$ cat config.mk
export PLATFORM = sky130hd
export DESIGN_NAME = mdrop_rx
export DESIGN_NICKNAME = d
export VERILOG_FILES = /design/src/rtl/mdrop_rx_pkg.sv /design/src/rtl/mdrop_rx_ctrl.sv /design/src/rtl/mdrop_rx_data.sv /design/src/rtl/mdrop_rx.sv
export SDC_FILE = /design/constraint.sdc
export NUM_CORES = 1
export LEC_CHECK = 0
export ABC_AREA = 0
export BUFFER_PORTS_ARGS = -buffer_cell sky130_fd_sc_hd__buf_2
export CAP_MARGIN = 5
export CORE_ASPECT_RATIO = 1.25
export CORE_MARGIN = 2
export CORE_UTILIZATION = 25
export CTS_CLUSTER_DIAMETER = 80
export CTS_CLUSTER_SIZE = 20
export DETAILED_ROUTE_END_ITERATION = 12
export SLEW_MARGIN = 0
export SYNTH_ARGS = -nofsm -noshare
export SYNTH_HDL_FRONTEND = slang
export SYNTH_SLANG_ARGS = --single-unit
$ cat constraint.sdc
create_clock -name clk -period 3 [get_ports clk]
set_input_delay 0.3 -clock clk [delete_from_list [all_inputs] [get_ports clk]]
set_output_delay 0.3 -clock clk [all_outputs]
set_load 0.05 [all_outputs]
$ cat src/rtl/mdrop_rx_pkg.sv
package mdrop_rx_pkg;
  typedef enum logic [1:0] {
    ST_IDLE  = 2'd0,
    ST_START = 2'd1,
    ST_BITS  = 2'd2,
    ST_STOP  = 2'd3
  } rxState_e;

  // strobes passed from control to datapath
  typedef struct packed {
    logic shift;   // take bitVal into the frame shift register
    logic bitVal;  // sampled line level
    logic decide;  // mid-stop-bit acceptance point
  } rxStrobe_t;
endpackage

$ cat src/rtl/mdrop_rx_ctrl.sv
module mdrop_rx_ctrl
  import mdrop_rx_pkg::*;
#(
  parameter int CLKS_PER_BIT = 16,
  parameter int FRAME_BITS   = 9,
  parameter int SYNC_STAGES  = 2
) (
  input  logic      clk,
  input  logic      rstN,
  input  logic      rxLine,
  output rxStrobe_t strobe,
  output logic      busy
);
  localparam int CNT_W = (CLKS_PER_BIT > 2) ? $clog2(CLKS_PER_BIT) : 1;
  localparam int IDX_W = (FRAME_BITS > 2) ? $clog2(FRAME_BITS) : 1;
  localparam int HALF  = CLKS_PER_BIT / 2;

  logic [SYNC_STAGES-1:0] syncChain;
  logic rxSync;
  logic rxPrev;
  rxState_e state;
  logic [CNT_W-1:0] cnt;
  logic [IDX_W-1:0] idx;
  logic midStart;
  logic bitEnd;

  assign rxSync = syncChain[SYNC_STAGES-1];

  always_ff @(posedge clk or negedge rstN) begin
    if (!rstN) begin
      syncChain <= '1;
      rxPrev    <= 1'b1;
    end else begin
      syncChain <= {syncChain[SYNC_STAGES-2:0], rxLine};
      rxPrev    <= rxSync;
    end
  end

  always_comb begin
    midStart      = (state == ST_START) && (cnt == CNT_W'(HALF - 1));
    bitEnd        = (cnt == CNT_W'(CLKS_PER_BIT - 1));
    strobe.shift  = (state == ST_BITS) && bitEnd;
    strobe.bitVal = rxSync;
    strobe.decide = (state == ST_STOP) && bitEnd;
    busy          = (state != ST_IDLE);
  end

  always_ff @(posedge clk or negedge rstN) begin
    if (!rstN) begin
      state <= ST_IDLE;
      cnt   <= '0;
      idx   <= '0;
    end else begin
      case (state)
        ST_IDLE: begin
          cnt <= '0;
          idx <= '0;
          if (rxPrev && !rxSync) state <= ST_START;
        end
        ST_START: begin
          if (midStart) begin
            cnt   <= '0;
            state <= rxSync ? ST_IDLE : ST_BITS;
          end else begin
            cnt <= cnt + 1'b1;
          end
        end
        ST_BITS: begin
          if (bitEnd) begin
            cnt <= '0;
            if (idx == IDX_W'(FRAME_BITS - 1)) state <= ST_STOP;
            else idx <= idx + 1'b1;
          end else begin
            cnt <= cnt + 1'b1;
          end
        end
        ST_STOP: begin
          if (bitEnd) begin
            cnt   <= '0;
            state <= ST_IDLE;
          end else begin
            cnt <= cnt + 1'b1;
          end
        end
        default: state <= ST_IDLE;
      endcase
    end
  end
endmodule

$ cat src/rtl/mdrop_rx_data.sv
module mdrop_rx_data
  import mdrop_rx_pkg::*;
#(
  parameter int DATA_W = 8
) (
  input  logic              clk,
  input  logic              rstN,
  input  rxStrobe_t         strobe,
  input  logic              mpEnable,
  input  logic              rxClear,
  input  logic              txDone,
  input  logic              irqEnable,
  output logic [DATA_W-1:0] rxData,
  output logic              rxNinth,
  output logic              rxFlag,
  output logic              irq
);
  logic [DATA_W:0] shiftReg;
  logic acceptNow;

  assign acceptNow = strobe.decide && !rxFlag && (!mpEnable || shiftReg[DATA_W]);
  assign irq       = irqEnable && (rxFlag || txDone);

  always_ff @(posedge clk or negedge rstN) begin
    if (!rstN) begin
      shiftReg <= '0;
    end else if (strobe.shift) begin
      shiftReg <= {strobe.bitVal, shiftReg[DATA_W:1]};
    end
  end

  always_ff @(posedge clk or negedge rstN) begin
    if (!rstN) begin
      rxData  <= '0;
      rxNinth <= 1'b0;
      rxFlag  <= 1'b0;
    end else begin
      if (acceptNow) begin
        rxData  <= shiftReg[DATA_W-1:0];
        rxNinth <= shiftReg[DATA_W];
        rxFlag  <= 1'b1;
      end else if (rxClear) begin
        rxFlag <= 1'b0;
      end
    end
  end
endmodule

$ cat src/rtl/mdrop_rx.sv
module mdrop_rx
  import mdrop_rx_pkg::*;
#(
  parameter int CLKS_PER_BIT = 16,
  parameter int DATA_W       = 8,
  parameter int SYNC_STAGES  = 2
) (
  input  logic              clk,
  input  logic              rstN,
  input  logic              rxLine,
  input  logic              mpEnable,
  input  logic              rxClear,
  input  logic              txDone,
  input  logic              irqEnable,
  output logic [DATA_W-1:0] rxData,
  output logic              rxNinth,
  output logic              rxFlag,
  output logic              irq
);
  localparam int FRAME_BITS = DATA_W + 1;

  rxStrobe_t rxStrobe;
  logic rxBusy;

  mdrop_rx_ctrl #(
    .CLKS_PER_BIT(CLKS_PER_BIT),
    .FRAME_BITS  (FRAME_BITS),
    .SYNC_STAGES (SYNC_STAGES)
  ) ctrl_i (
    .clk   (clk),
    .rstN  (rstN),
    .rxLine(rxLine),
    .strobe(rxStrobe),
    .busy  (rxBusy)
  );

  mdrop_rx_data #(
    .DATA_W(DATA_W)
  ) data_i (
    .clk      (clk),
    .rstN     (rstN),
    .strobe   (rxStrobe),
    .mpEnable (mpEnable),
    .rxClear  (rxClear),
    .txDone   (txDone),
    .irqEnable(irqEnable),
    .rxData   (rxData),
    .rxNinth  (rxNinth),
    .rxFlag   (rxFlag),
    .irq      (irq)
  );
endmodule

== Yosys cells after proc, flatten, opt, wreduce, memory -nomap -nowiden ==
Cells that the tools add are included.
Storage, ports and cells
  bits in registers: 32
  output and inout bits: 11
  input port bits: 7
  word-level logic and storage cells: 56
Operators by class
  muxes and demuxes: 15
  add/subtract/negate cells: 2
  equality and inequality tests: 12
  reductions and logical operators: 18
Operators by type and width (number)
  two-way mux 4 bit: 4
  two-way mux 2 bit: 6
  case mux 4 bit (3 select lines): 1
  adder 4 x 1 -> 4 bit, second input constant: 2
  equality test 4 bit, second input constant: 2
  inequality test 2 x 1 -> 1 bit, second input constant: 4
  case mux 2 bit (4 select lines): 1
  case mux 4 bit (2 select lines): 1
  logical AND 1 bit: 7
  AND reduction 5 bit: 1
  equality test 2 bit, second input constant: 2
  equality test 4 x 3 -> 1 bit, second input constant: 1
  inequality test 2 bit, second input constant: 2
  nonzero test 2 bit: 2
  zero test 1 bit: 3
  AND reduction 3 bit: 1
  equality test 2 x 1 -> 1 bit, second input constant: 1
  zero test 2 bit: 1
  logical OR 1 bit: 2
  two-way mux 1 bit: 2
  OR reduction 2 bit: 1

== Depth between registers and ports, before layout ==
  word-level depth: 5
  mapped depth: 5
  depth with buffers taken out: 5

== Hierarchy ==
A second synthesis with hierarchy kept.
Unflattened totals
  cells, all modules: 114
  area total of the unflattened synthesis: 1400.1 sq um
By module, submodules not included
  mdrop_rx_data: cells each 46, area each 733.2 sq um, instances 1, sequential area each 475.5 sq um
  mdrop_rx_ctrl: cells each 68, area each 666.9 sq um, instances 1, sequential area each 329.1 sq um

== Least setup slack after synthesis ==
Ideal clock, no wire load.
  kind: flip-flop to flip-flop
  from: register ctrl_i.cnt[0]
  to: register data_i.rxData[0]
  data arrival time: 1.482 ns
  slack: 1.393 ns
  library setup time: 0.125 ns
  period minus slack after synthesis: 1.607 ns
  stages on the path, launching flop included: 6
  path through: dfrtp_1 ha_1 nand4_2 nor4b_2 buf_4 mux2_2
On the way
  cells in the longest elaborated chain, start to end: 4
RTL lines
  start: declaration: RTL line mdrop_rx_ctrl.sv:22  | logic [CNT_W-1:0] cnt;
  start signal: assignment: RTL line mdrop_rx_ctrl.sv:65  | cnt <= cnt + 1'b1;
  start signal: assignment: RTL line mdrop_rx_ctrl.sv:74  | cnt <= cnt + 1'b1;
  start signal: assignment: RTL line mdrop_rx_ctrl.sv:82  | cnt <= cnt + 1'b1;
  equality test 4 bit: RTL line mdrop_rx_ctrl.sv:41  | bitEnd = (cnt == CNT_W'(CLKS_PER_BIT - 1));
  logical AND 1 bit: RTL line mdrop_rx_ctrl.sv:44  | strobe.decide = (state == ST_STOP) && bitEnd;
  logical AND 1 bit (2 in series): RTL line mdrop_rx_data.sv:21  | assign acceptNow = strobe.decide && !rxFlag && (!mpEnable || shiftReg[DATA_W]);
  end signal: assignment: RTL line mdrop_rx_data.sv:39  | rxData <= shiftReg[DATA_W-1:0];
  end: declaration: RTL line mdrop_rx_data.sv:13  | output logic [DATA_W-1:0] rxData,
Every way passes these cells.
A chain may end at the register's enable or synchronous reset.

== Worst setup path in the final report ==
  from: register ctrl_i.cnt[1]
  to: register data_i.rxData[5]
The elaborated chain is that of the path after synthesis.

==> results.py <==
metrics = {
    "run_status": {
        "status": "complete, no violations",
    },
    "placement": {
        "io_buffers": 17,
        "gp_congestion": 0.7368,
        "dp_hpwl_um": 1696,
        "dp_cells": 188,
    },
    "clocking": {
        "clk_latency_ns": 0.28,
        "cts_root_buf": "clkbuf_8",
        "clock-sinks": 32,
        "cts.path.max_buffers": 2,
        "numCtsBuffers": 5,
        "tritoncts": "done",
        "post_cts_buffers": 0,
        "clk_pin_slew_ns": 0.07,
        "holdBufCountCts": 0,
        "cts_resized": 0,
        "cts_htree_levels": 2,
    },
    "floorplan": {
        "dieWidth_um": 71.29,
        "core_um2": 5443,
        "start_util_pct": 26.00,
        "die_area_um2": 6282,
        "io_pins": 18,
        "die_h_um": 88.12,
        "num_rows": 30,
    },
    "critical_path": {
        "end_kind": "flip-flop",
        "critPathArrivalTime_ns": 1.90,
        "startpoint": "ctrl_i.cnt[1]",
        "cp_slowest_cell": "dfrtp_1",
        "r2r-start": "ctrl_i.cnt[1]",
        "crit_type": "flip-flop to flip-flop",
        "start_kind": "flip-flop",
        "cp_top_family": "simple AND/OR/NAND/NOR gates",
        "crit_path_max_incr_delay_ns": 0.36,
        "timing.critical_path.buf_inv": 1,
        "path_cells": "ha_1 -> nand4_2 -> nor4b_2 -> buf_4 -> mux2_2",
        "worst_ep_required_time_ns": 3.16,
        "crit_fanout": 10,
    },
    "detailed_routing": {
        "remaining_drc_errors": 0,
        "vias_per_cell": 4.602,
        "wl_per_cell_um": 12.41,
        "drt_iter0_drc": 8,
        "routed_wl_um": 2433,
        "dr_total_vias": 902,
        "drt_pass1_iterations": 4,
        "ant_nets": 0,
    },
    "hold_path": {
        "min_path_type": "input port to asynchronous set/reset pin",
    },
    "final_layout": {
        "nNetsFinal": 141,
        "final_common_cell": "dfrtp_1",
        "antenna_cells": 0,
        "final_util_pct": 30.21,
        "final_cells": 196,
        "area_growth_syn_to_layout_pct": 16.18,
        "drive_above_1_share_pct": 37.12,
        "layout_common_cells": "dfrtp_1 (29), mux2_2 (18), buf_2 (17)",
    },
    "sta": {
        "slew_violations": 0,
        "worst_pin_slew_ns": 0.7132,
        "fin_tns_setup_ns": 0,
        "fmax_ghz": 0.5752,
        "relSlewSlack_pct": 52.45,
        "finalCritPeriodShare_pct": 57.95,
        "fin_crit_ns": 1.739,
        "hold_viol": 0,
        "clock_skew_ns": 0.007832,
        "rsz0062_at_grt": "false",
        "setup_viol": 0,
    },
    "pwr": {
        "p_per_area_nw_per_um2": 625.7,
        "intPower_mw": 0.7189,
        "clkPwrFrac_pct": 30.3,
        "share_comb_of_total_power_pct": 16.5,
        "netSwitchingFraction_pct": 30.12,
        "switchingPower_mw": 0.3098,
        "seqPwrFrac_pct": 53.2,
        "worst_ir_drop_vdd_mv": 0.3280,
        "power_leakage_nw": 0.7824,
    },
    "yosys": {
        "yosysUniqueCellTypes": 35,
        "synth-main-ff-cell": "dfrtp_1",
        "synth-seq-cells": 32,
        "synthArstFlopShare_pct": 100.0,
        "synth_area_per_cell_um2": 12.86,
        "synthCells": 110,
        "ys_warn_count": 0,
        "syn_nets": 120,
        "syn_area_um2": 1415,
        "yosysSeqAreaShare_pct": 56.85,
        "synth-edff-count": 0,
    },
    "run": {
        "maxCapViolCount": 0,
    },
    "global_routing": {
        "grt_pass1_wl_um": 4278,
        "antenna_found_initial": 0,
        "grtUsageTotal_pct": 8.564,
        "overflow": 0,
        "grt_max_degree": 33,
        "grt_pass1_vias": 933,
    },
}
## power by group through the flow
| stage | combinational, mW | clock, mW | sequential, mW |
|---|---|---|---|
| after global placement | 0.170 | 0 | 0.554 |
| after CTS | 0.173 | 0.329 | 0.547 |
| final | 0.170 | 0.312 | 0.548 |
| after global routing | 0.195 | 0.342 | 0.558 |
| after detailed placement | 0.170 | 0 | 0.554 |
| after floorplan | 0.173 | 0 | 0.511 |
## area by class of cell
type	instances	area [um2]
clock buffer	7	76.32
clock inverter	1	5.005
fill	544	3799
inverter	4	15.01
multi-input combinational	70	570.5
sequential	32	804.5
tap	64	80.08
timing repair buffer	18	92.59
## worst paths after layout
| path | slack (ns) | depth (start not counted) | endpoint |
|---|---|---|---|
| setup / recovery | 1.26 | 5 | data_i.rxData[5] |
| hold / removal | 0.07 | 1 | data_i.rxData[2] |
| setup reg to reg | 1.26 | 5 | data_i.rxData[5] |
| hold reg to reg | 0.36 | 0 | ctrl_i.syncChain[1] |
| max in group asynchronous | 2.46 | 1 | data_i.rxData[7] |
| min in group clk | 0.12 | 1 | ctrl_i.syncChain[0] |
## cell families after synthesis
kind of cell	after synthesis	share of synthesized area [%]
AOI/OAI and AO/OA	14	7.780
DFF	32	56.85
buffers and inverters	8	2.829
xor gates and xnor gates	2	1.238
muxes	18	14.32
and+or+nand+nor	33	14.32
adders and majority gates	3	2.653
## stage by stage
step                      instance area (um2)  hold slack, ns  setup WS [ns]  power [mW]
after floorplan                          1415        0.004409          1.393      0.6839
after global placement                   1563          0.3467          1.280      0.7242
after detailed placement                 1563          0.3484          1.256      0.7239
after CTS                                1644         0.08340          1.251       1.048
after global routing                     1644          0.1053          1.126       1.095
final                                    1644         0.06941          1.261       1.029
## Yosys cell counts, types with 3 or more instances
library cell	count	area, um2
nand2b_1	4	25.02
dfstp_2	3	78.83
nand3_1	4	20.02
inv_1	4	15.01
mux2_2	18	202.7
nand2_1	5	18.77
nor2_1	6	22.52
ha_1	3	37.54
dfrtp_1	29	725.7
## registers in the layout, indices dropped and copies added, names as in the netlist, named ones only
| signal | count |
|---|---|
| data_i.shiftReg | 9 |
| data_i.rxNinth | 1 |
| ctrl_i.idx | 4 |
| ctrl_i.cnt | 4 |
| ctrl_i.state | 1 |
| ctrl_i.rxPrev | 1 |
| ctrl_i.syncChain | 2 |
| data_i.rxData | 8 |
| data_i.rxFlag | 1 |
## layer usage
layer / share of wire, % / GRT usage, % / up-vias
li1: - / - / 435
met1: 45 / 10.06 / 443
met2: 49 / 14.56 / 21
met3: 4.8 / 2.877 / 3
met4: 0.58 / 3.087 / 0
met5: 0 / 0 / -
## worst register-to-register path, cell delays in order, from the launching register on
cell and delay (ns):
dfrtp_1 0.36, ha_1 0.27, nand4_2 0.15, nor4b_2 0.27, buf_4 0.22, mux2_2 0.35
Power figures use the tool's default switching activity.
